`config.mk`:
```
export PLATFORM = sky130hd
export DESIGN_NAME = pwm_ctrl
export DESIGN_NICKNAME = d
export VERILOG_FILES = /design/src/rtl/pwm_pkg.sv /design/src/rtl/pwm_regs.sv /design/src/rtl/pwm_pair_div.sv /design/src/rtl/pwm_chan.sv /design/src/rtl/pwm_ctrl.sv
export SDC_FILE = /design/constraint.sdc
export NUM_CORES = 2
export LEC_CHECK = 0
export ABC_AREA = 1
export BUFFER_PORTS_ARGS = -buffer_cell sky130_fd_sc_hd__clkbuf_2
export CORE_ASPECT_RATIO = 1.25
export CORE_UTILIZATION = 55
export CTS_CLUSTER_DIAMETER = 150
export DETAILED_ROUTE_END_ITERATION = 8
export PLACE_DENSITY = 0.75
export SYNTH_ARGS = -nofsm -noshare
export SYNTH_HDL_FRONTEND = slang
export SYNTH_SLANG_ARGS = --single-unit
```
`constraint.sdc`:
```
create_clock -name clk -period 3.15 [get_ports clk]
set_input_delay 0.63 -clock clk [delete_from_list [all_inputs] [get_ports clk]]
set_output_delay 0.63 -clock clk [all_outputs]
set_load 0.005 [all_outputs]
```
`src/rtl/pwm_pkg.sv`:
```
`timescale 1ns/1ps
package pwm_pkg;
    localparam int AW    = 12;
    localparam int DW    = 32;
    localparam int KW    = 8;
    localparam int CW    = 16;
    localparam int MW    = 4;
    localparam int MAX_M = 8;

    localparam logic [AW-1:0] GATE_ADDR = 12'h040;
    localparam logic [AW-1:0] EN_ADDR   = 12'h080;

    typedef struct packed {
        logic          sel;
        logic [MW-1:0] m;
    } pair_cfg_t;

    typedef struct packed {
        logic          pol;
        logic [KW-1:0] k;
        logic [CW-1:0] per_m1;
        logic [CW-1:0] act;
    } chan_cfg_t;

    function automatic logic [AW-1:0] pair_addr(input int p);
        return AW'(32'h20 + 4 * p);
    endfunction

    function automatic logic [AW-1:0] ctrl_addr(input int c);
        return AW'(32'h100 + 32'h20 * c);
    endfunction

    function automatic logic [AW-1:0] per_addr(input int c);
        return AW'(32'h104 + 32'h20 * c);
    endfunction

    function automatic logic [MW-1:0] eff_m(input logic [MW-1:0] m);
        return (m > MW'(MAX_M)) ? MW'(MAX_M) : m;
    endfunction
endpackage

```
`src/rtl/pwm_regs.sv`:
```
`timescale 1ns/1ps
module pwm_regs import pwm_pkg::*; #(
    parameter int NCH   = 9,
    parameter int NPAIR = (NCH + 1) / 2
) (
    input  logic            clk,
    input  logic            rst,
    input  logic            wr_en,
    input  logic [AW-1:0]   addr,
    input  logic [DW-1:0]   wdata,
    output logic [DW-1:0]   rdata,
    output logic [NCH-1:0]  gate,
    output logic [NCH-1:0]  en,
    output pair_cfg_t       pair_cfg [NPAIR],
    output chan_cfg_t       chan_cfg [NCH]
);
    always_ff @(posedge clk) begin
        if (rst) begin
            gate <= '0;
            en   <= '0;
            for (int p = 0; p < NPAIR; p++) pair_cfg[p] <= '0;
            for (int c = 0; c < NCH; c++)   chan_cfg[c] <= '0;
        end else if (wr_en) begin
            if (addr == GATE_ADDR) gate <= wdata[NCH-1:0];
            if (addr == EN_ADDR)   en   <= wdata[NCH-1:0];
            for (int p = 0; p < NPAIR; p++) begin
                if (addr == pair_addr(p)) begin
                    pair_cfg[p].sel <= wdata[7];
                    pair_cfg[p].m   <= wdata[MW-1:0];
                end
            end
            for (int c = 0; c < NCH; c++) begin
                if (addr == ctrl_addr(c)) begin
                    chan_cfg[c].pol <= wdata[8];
                    chan_cfg[c].k   <= wdata[KW-1:0];
                end
                if (addr == per_addr(c)) begin
                    chan_cfg[c].per_m1 <= wdata[31:16];
                    chan_cfg[c].act    <= wdata[15:0];
                end
            end
        end
    end

    always_comb begin
        rdata = '0;
        if (addr == GATE_ADDR) rdata = DW'(gate);
        if (addr == EN_ADDR)   rdata = DW'(en);
        for (int p = 0; p < NPAIR; p++)
            if (addr == pair_addr(p)) rdata = DW'({pair_cfg[p].sel, 3'b000, pair_cfg[p].m});
        for (int c = 0; c < NCH; c++) begin
            if (addr == ctrl_addr(c)) rdata = DW'({chan_cfg[c].pol, chan_cfg[c].k});
            if (addr == per_addr(c))  rdata = {chan_cfg[c].per_m1, chan_cfg[c].act};
        end
    end

    AST_GATE_WRITE: assert property (@(posedge clk) disable iff (rst)
        (wr_en && addr == GATE_ADDR) |=> gate == $past(wdata[NCH-1:0]));
    AST_EN_WRITE: assert property (@(posedge clk) disable iff (rst)
        (wr_en && addr == EN_ADDR) |=> en == $past(wdata[NCH-1:0]));
endmodule

```
`src/rtl/pwm_pair_div.sv`:
```
`timescale 1ns/1ps
module pwm_pair_div import pwm_pkg::*; (
    input  logic      clk,
    input  logic      rst,
    input  logic      ref_tick,
    input  logic      bus_tick,
    input  pair_cfg_t cfg,
    output logic      tick
);
    logic             src;
    logic [MAX_M-1:0] cnt_q;
    logic [MAX_M-1:0] mask;

    assign src  = cfg.sel ? bus_tick : ref_tick;
    assign mask = ~({MAX_M{1'b1}} << eff_m(cfg.m));
    assign tick = src && ((cnt_q & mask) == mask);

    always_ff @(posedge clk) begin
        if (rst)      cnt_q <= '0;
        else if (src) cnt_q <= cnt_q + 1'b1;
    end

    AST_DIV_ADVANCE: assert property (@(posedge clk) disable iff (rst)
        src |=> cnt_q == $past(cnt_q) + 1'b1);
    AST_DIV_HOLD: assert property (@(posedge clk) disable iff (rst)
        !src |=> $stable(cnt_q));
endmodule

```
`src/rtl/pwm_chan.sv`:
```
`timescale 1ns/1ps
module pwm_chan import pwm_pkg::*; (
    input  logic      clk,
    input  logic      rst,
    input  logic      run,
    input  logic      div_tick,
    input  chan_cfg_t cfg,
    output logic      out
);
    logic [KW-1:0] pcnt_q;
    logic [CW-1:0] cnt_q;
    logic          pre_tick;
    logic          active;

    assign pre_tick = run && div_tick && (pcnt_q >= cfg.k);
    assign active   = run && (cnt_q < cfg.act);
    assign out      = active ? cfg.pol : ~cfg.pol;

    always_ff @(posedge clk) begin
        if (rst || !run) begin
            pcnt_q <= '0;
            cnt_q  <= '0;
        end else if (div_tick) begin
            pcnt_q <= (pcnt_q >= cfg.k) ? '0 : pcnt_q + 1'b1;
            if (pre_tick)
                cnt_q <= (cnt_q >= cfg.per_m1) ? '0 : cnt_q + 1'b1;
        end
    end

    AST_IDLE_CLEAR: assert property (@(posedge clk) disable iff (rst)
        !run |=> (cnt_q == '0 && pcnt_q == '0));
    AST_PRE_WRAP: assert property (@(posedge clk) disable iff (rst)
        pre_tick |=> pcnt_q == '0);
    AST_PER_WRAP: assert property (@(posedge clk) disable iff (rst)
        (pre_tick && cnt_q >= cfg.per_m1) |=> cnt_q == '0);
    AST_PER_STEP: assert property (@(posedge clk) disable iff (rst)
        (pre_tick && cnt_q < cfg.per_m1) |=> cnt_q == $past(cnt_q) + 1'b1);
endmodule

```
`src/rtl/pwm_ctrl.sv`:
```
`timescale 1ns/1ps
module pwm_ctrl import pwm_pkg::*; #(
    parameter int NCH = 9
) (
    input  logic           clk,
    input  logic           rst,
    input  logic           ref_tick,
    input  logic           bus_tick,
    input  logic           wr_en,
    input  logic [AW-1:0]  addr,
    input  logic [DW-1:0]  wdata,
    output logic [DW-1:0]  rdata,
    output logic [NCH-1:0] pwm_out
);
    localparam int NPAIR = (NCH + 1) / 2;

    logic [NCH-1:0]   gate;
    logic [NCH-1:0]   en;
    logic [NCH-1:0]   run;
    logic [NPAIR-1:0] pair_tick;
    pair_cfg_t        pair_cfg [NPAIR];
    chan_cfg_t        chan_cfg [NCH];

    pwm_regs #(.NCH(NCH), .NPAIR(NPAIR)) u_regs (
        .clk(clk), .rst(rst), .wr_en(wr_en), .addr(addr), .wdata(wdata),
        .rdata(rdata), .gate(gate), .en(en),
        .pair_cfg(pair_cfg), .chan_cfg(chan_cfg)
    );

    for (genvar p = 0; p < NPAIR; p++) begin : g_pair
        pwm_pair_div u_div (
            .clk(clk), .rst(rst), .ref_tick(ref_tick), .bus_tick(bus_tick),
            .cfg(pair_cfg[p]), .tick(pair_tick[p])
        );
    end

    for (genvar c = 0; c < NCH; c++) begin : g_chan
        assign run[c] = gate[c] & en[c];
        pwm_chan u_chan (
            .clk(clk), .rst(rst), .run(run[c]), .div_tick(pair_tick[c / 2]),
            .cfg(chan_cfg[c]), .out(pwm_out[c])
        );
    end
endmodule

```
Word-level counts from Yosys, hierarchy flattened. Cells that the tools add are included.

Register bits after elaboration: 668. Bits of input ports: 49. Output and inout port bits: 41. Logic and storage cells: 335.

$add $sub $neg: 23. $lt $le $gt $ge: 32. Equal/unequal tests: 30. Shifts and indexed selects: 5. Mux-type cells: 62. Bitwise logic cells: 28. Reduce and logical (&&, ||, !) cells: 84.

Operators by type and width (number): $mux W32 (17); $eq A12 B9 Y1 const B (16); $add A16 B1 Y16 const B (9); $ge A16 B16 Y1 (9); $lt A16 B16 Y1 (9); $mux W16 (9); $add A8 B1 Y8 const B (14); $ge A8 B8 Y1 (9); $mux W8 (9); $mux W9 (8); $reduce_and A2 Y1 (34); $eq A12 B6 Y1 const B (5); $and A8 B8 Y8 (5); $eq A8 B8 Y1 (5); $not A8 Y8 (5); $shl A8 B4 Y8 const A (5); $logic_and A1 B1 Y1 (32); $eq A12 B10 Y1 const B (2); $gt A4 B4 Y1 const B (5); $mux W4 (5); $mux W1 (14); $eq A12 B7 Y1 const B (1); $eq A12 B8 Y1 const B (1); $and A1 B1 Y1 (9); 3 further kinds (27).

Depth between registers and ports, before layout.
Word-level depth: 26. Gate-level depth with buffers: 21. Mapped depth without buffers: 21.

Modules after synthesis. Synthesis repeated with hierarchy kept, for this count alone.

Cells, all modules: 5903. Area, all modules: 41489.8 um^2.

Modules (own cells, without submodules): pwm_chan (g_chan[0].u_chan ...) (instances 8, cells each 354, area each 2344.7 um^2, sequential area each 480.5 um^2); pwm_regs (instances 1, cells each 2302, area each 17812.1 um^2, sequential area each 8247.9 um^2); pwm_chan (g_chan[6].u_chan) (instances 1, cells each 355, area each 2285.9 um^2, sequential area each 480.5 um^2); pwm_pair_div (g_pair[0].u_div ...) (instances 4, cells each 79, area each 514.2 um^2, sequential area each 160.2 um^2); pwm_pair_div (g_pair[4].u_div) (instances 1, cells each 80, area each 509.2 um^2, sequential area each 160.2 um^2); pwm_ctrl (instances 1, cells each 18, area each 67.6 um^2, sequential area each 0.0 um^2).

Least setup slack after synthesis. OpenSTA, ideal clock, no wires.

Path kind: in2out. Start point: input port addr[1]. End point: output port rdata[8]. Arrival time: 2.275 ns. Required time: 2.520 ns. Setup slack: 0.245 ns. Stages on the path: 13. Buffers on the path: 1. Cells stage by stage: nor2_2 -> nand2_1 -> nor2_1 -> inv_1 -> nor2_1 -> buf_2 -> a21oi_1 -> a22oi_1 -> nand3_1 -> a21oi_1 -> nand4_1 -> nand2_1 -> nand2_1.

Cells in the longest elaborated chain, start to end: 26. Elaborated cells between the ends (all ways): 50. Those cells by class: eq/ne (25); mux (25).

Ends and longest elaborated chain: from (decl) (line pwm_ctrl.sv:10) `input logic [AW-1:0] addr,`; $eq A12 B7 Y1 (line pwm_regs.sv:47) `if (addr == GATE_ADDR) rdata = DW'(gate);`; $mux W9 (line pwm_regs.sv:47); $mux W9 (line pwm_regs.sv:48) `if (addr == EN_ADDR) rdata = DW'(en);`; $mux W9 (5 in series) (line pwm_regs.sv:50) `if (addr == pair_addr(p)) rdata = DW'({pair_cfg[p].sel, 3'b000, pair_cfg[p].m});`; $mux W9 (line pwm_regs.sv:52) `if (addr == ctrl_addr(c)) rdata = DW'({chan_cfg[c].pol, chan_cfg[c].k});`; $mux W32 (line pwm_regs.sv:53) `if (addr == per_addr(c)) rdata = {chan_cfg[c].per_m1, chan_cfg[c].act};`; $mux W32 (line pwm_regs.sv:52); $mux W32 (line pwm_regs.sv:53); [... 6 more ...]; $mux W32 (line pwm_regs.sv:52); $mux W32 (line pwm_regs.sv:53); $mux W32 (line pwm_regs.sv:52); $mux W32 (line pwm_regs.sv:53); $mux W32 (line pwm_regs.sv:52); $mux W32 (line pwm_regs.sv:53); $mux W32 (line pwm_regs.sv:52); $mux W32 * (line pwm_regs.sv:53); to (decl) (line pwm_ctrl.sv:12) `output logic [DW-1:0] rdata,`.

Every way passes the cells marked *; elsewhere a longest branch is shown, timed or not.

Worst setup path after layout.
Start point: register u_regs.chan_cfg[42] (netlist name). End point: output port pwm_out[7].

Cells in the longest elaborated chain, start to end: 3.

Ends and longest elaborated chain: $lt A16 B16 Y1 (line pwm_chan.sv:16) `assign active = run && (cnt_q < cfg.act);`; $logic_and A1 B1 Y1 (line pwm_chan.sv:16); $mux W1 (line pwm_chan.sv:17) `assign out = active ? cfg.pol : ~cfg.pol;`; to (decl) (line pwm_ctrl.sv:13) `output logic [NCH-1:0] pwm_out`.

No other way between the ends.

==> impl_metrics.yaml <==
outcome:
  status: "complete, but fails checks"
  violated_checks: "negative setup slack"
yosys:
  yosys_most_used_dff: "dfxtp_1"
  synth.cell_area_um2: 37310
  asyncSetResetFlopFracSynth_pct: 0
  synth_seq_area_share_pct: 35.84
  synthesis.area_per_instance_um2: 7.398
  syn-num-nets: 5467
  synth.top_cells.by_area: "dfxtp_1, ha_1, a21oi_1"
  yosys_register_bits: 668
  netlist.top_cell.by_area: "dfxtp_1"
  synth.top_cell.area_share_pct: 35.84
  number_of_enable_type_register_cells_in_the_synthesized_netlist: 0
  synth_cell_types: 69
  ys_warn_count: 0
  synthCells: 5044
  yosys-top-cells-count: "inv_1, a21oi_1, dfxtp_1"
  synthMostInstantiatedCell: "inv_1"
routing:
  first_pass_iters: 8
  postRouteAntennaNets: 0
  route.layer.met1.wl_um: 50570
  routed.top_layer: "met5"
  routed_wl_um: 125200
  num_vias: 36595
  routed-wl-met2_um: 56670
  vias_per_cell: 5.877
  drc: 0
  met3_length_um: 9561
  drt_wl_cell_um: 20.11
  number_of_drc_violations_after_detailed_routing_iteration_0: 3719
floorplanning:
  core.rowCount: 106
  io-pin-count: 90
  design.die.area_um2: 68890
  die_h_um: 293.2
  initial_core_util_pct: 55.71
  floorplan.die.width_um: 235.0
  coreArea_um2: 66980
setup_path:
  timing.critical_path.arrival_ns: 2.97
  cp.required_ns: 2.52
  crit_path_end_kind: "output port"
  worst-setup-path-type: "reg -> out"
  worstPathMaxFanout: 2
  start_kind: "register"
timing:
  setup_ws_ns: -0.4498
  final_setup_tns_ns: -5.691
  clock_skew_ns: 0.02456
  max_freq_ghz: 0.2778
  timing.hold.ws_ns: 0.4649
  slew_headroom_pct: 47.65
  timing.final.crit_period_ns: 3.600
  finalSetupViolCount: 35
  rsz0062_at_grt: "yes"
  tightest_slew_ns: 0.7753
  hold_violations: 0
  finalMaxSlewViolations: 0
  min_period_over_period_pct: 114.3
finish:
  fin_nets: 5727
  layoutNonFillerInstCount: 6227
  post_route_cells_drive_above_1_share_pct: 17.59
  layout-area-overhead-vs-synth_pct: 21.56
power:
  maximum_vdd_drop_uv: 373.6
  power_per_cell_area_nw_per_um2: 394.3
  p_int_mw: 13.73
  netSwitchingPower_mw: 4.155
  clkPwrFrac_pct: 49.1
  power.sequential.fraction_pct: 47.4
  cellLeakagePower_nw: 17.82
  p_sw_share_pct: 23.23
  combPwrFrac_pct: 3.5
clock_tree:
  cts_inserted_buffers: 73
  cts_hold_buf: 0
  cts_num_sinks: 668
  cts_tree: "done"
  clock_tree.buffer_depth: 3
  cts.htree.levels: 3
  clk_pin_slew_worst_paths_ns: 0.06
  cts.root.buffer_cell: "clkbuf_16"
  clock_insertion_delay_worst_skew_ns: 0.64
grt:
  global_route.overflow_total: 0
  grt_antenna_before_repair: 5
  grt_start_max_net_pins: 106
  grt_use_total_pct: 35.08
  first_global_vias: 33733
  grt_first_pass_wirelength_um: 189200
place:
  pre_cts_slack_ns: -0.4660
  place.gp.congestion: 0.9926
  placed_cells: 6024
  numPortBuffers: 89
  detailed_place_hpwl_um: 91550
worst_hold_path:
  hp-class: "reg -> reg"
run:
  max_cap_violations: 0
[repair_timing]
action | in CTS | in global routing
endpoints found under the setup margin | 41 | 44
pin swaps | 122 | 165
gates resized for setup | 399 | 237
setup buffers | 44 | 29
cloned | 7 | 1
[final cells by class]
type | count | area, µm²
Antenna cell | 2 | 5.005
Multi-Input combinational cell | 3432 | 22390
Clock inverter | 21 | 198.9
Inverter | 768 | 2945
Fill cell | 5275 | 21620
Tap cell | 864 | 1081
Timing Repair Buffer | 361 | 3090
Sequential cell | 668 | 13430
Clock buffer | 111 | 2215
[per-stage QoR]
step | power [mW] | utilization (%) | area, µm²
after floorplan | 8.936 | - | 37310
final | 17.89 | 67.72 | 45360
after global placement | 9.206 | 59.43 | 39800
after global routing | 18.32 | 67.71 | 45350
after detailed placement | 9.214 | 59.43 | 39800
after CTS | 17.87 | 66.15 | 44310
[path summary, 6_finish.rpt]
kind / start / end / slack [ns] / cells past startpoint
min: g_pair[4].u_div.cnt_q[6] / g_pair[4].u_div.cnt_q[6] / 0.46 / 2
max reg2reg: u_regs.chan_cfg[148] / g_chan[5].u_chan.cnt_q[9] / 0.30 / 13
min reg2reg: g_pair[4].u_div.cnt_q[6] / g_pair[4].u_div.cnt_q[6] / 0.46 / 2
max: u_regs.chan_cfg[42] / pwm_out[7] / -0.45 / 13
[per-layer routing]
metal / up-vias / global-route usage, %
met5: - / 0
met4: 10 / 20.89
met3: 463 / 5.693
met2: 1603 / 57.43
met1: 16969 / 43.49
li1: 17550 / -
[worst max-delay path, cell delays in order (launching register included)]
cell,delay (ns)
dfxtp_2,0.33
inv_2,0.05
ha_4,0.24
a21boi_2,0.14
o211ai_1,0.10
nand2_1,0.07
nand4_1,0.07
o211ai_1,0.23
a21oi_1,0.14
nor2_1,0.12
nor2_1,0.05
o211ai_1,0.39
xor2_1,0.25
buf_2,0.15
[power groups by stage]
stage	clock [mW]	combinational, mW	sequential, mW
2_1_floorplan	0	0.275	8.66
3_3_place_gp	0	0.542	8.66
3_5_place_dp	0	0.550	8.66
4_1_cts	8.82	0.584	8.47
5_1_grt	9.19	0.660	8.47
6_report	8.79	0.627	8.47
[flip-flops by register name, indices dropped and copies added (netlist names)]
register              count
g_chan.u_chan.cnt_q     144
g_chan.u_chan.pcnt_q     72
g_pair.u_div.cnt_q       40
u_regs.chan_cfg         369
u_regs.en                 9
u_regs.gate               9
u_regs.pair_cfg          25
[kinds of logic (layout without fill, tap and decap cells)]
| kind of cell | after synthesis | in the layout | share of synthesized area, % |
|---|---|---|---|
| AO/OA/AOI/OAI | 1519 | 1519 | 22.34 |
| XOR/XNOR | 86 | 86 | 2.019 |
| adder cells (fa/ha/maj) | 374 | 374 | 12.54 |
| buffers and inverters | 944 | 1261 | 9.687 |
| flip-flops | 668 | 668 | 35.84 |
| other | 0 | 2 | 0 |
| AND/OR/NAND/NOR | 1453 | 1453 | 17.58 |
[layout by cell type, fill, tap and decap left out, types with 30 or more instances in the layout]
cell type	Yosys	layout
o21ai_0	545	509
dfxtp_1	668	632
nand2_1	667	622
clkbuf_16	0	79
nor2_1	400	379
nor2_4	13	31
nand4_1	68	68
inv_1	737	705
nand2_2	8	46
dfxtp_2	0	30
inv_2	21	41
buf_4	9	207
a211oi_1	34	34
a21oi_2	1	56
xor2_1	66	60
nor3b_1	30	30
a21oi_1	723	653
nor3_1	61	59
nand3_1	136	110
ha_1	374	357
buf_6	0	44
clkbuf_2	0	48
Power figures use the tool's default switching activity.
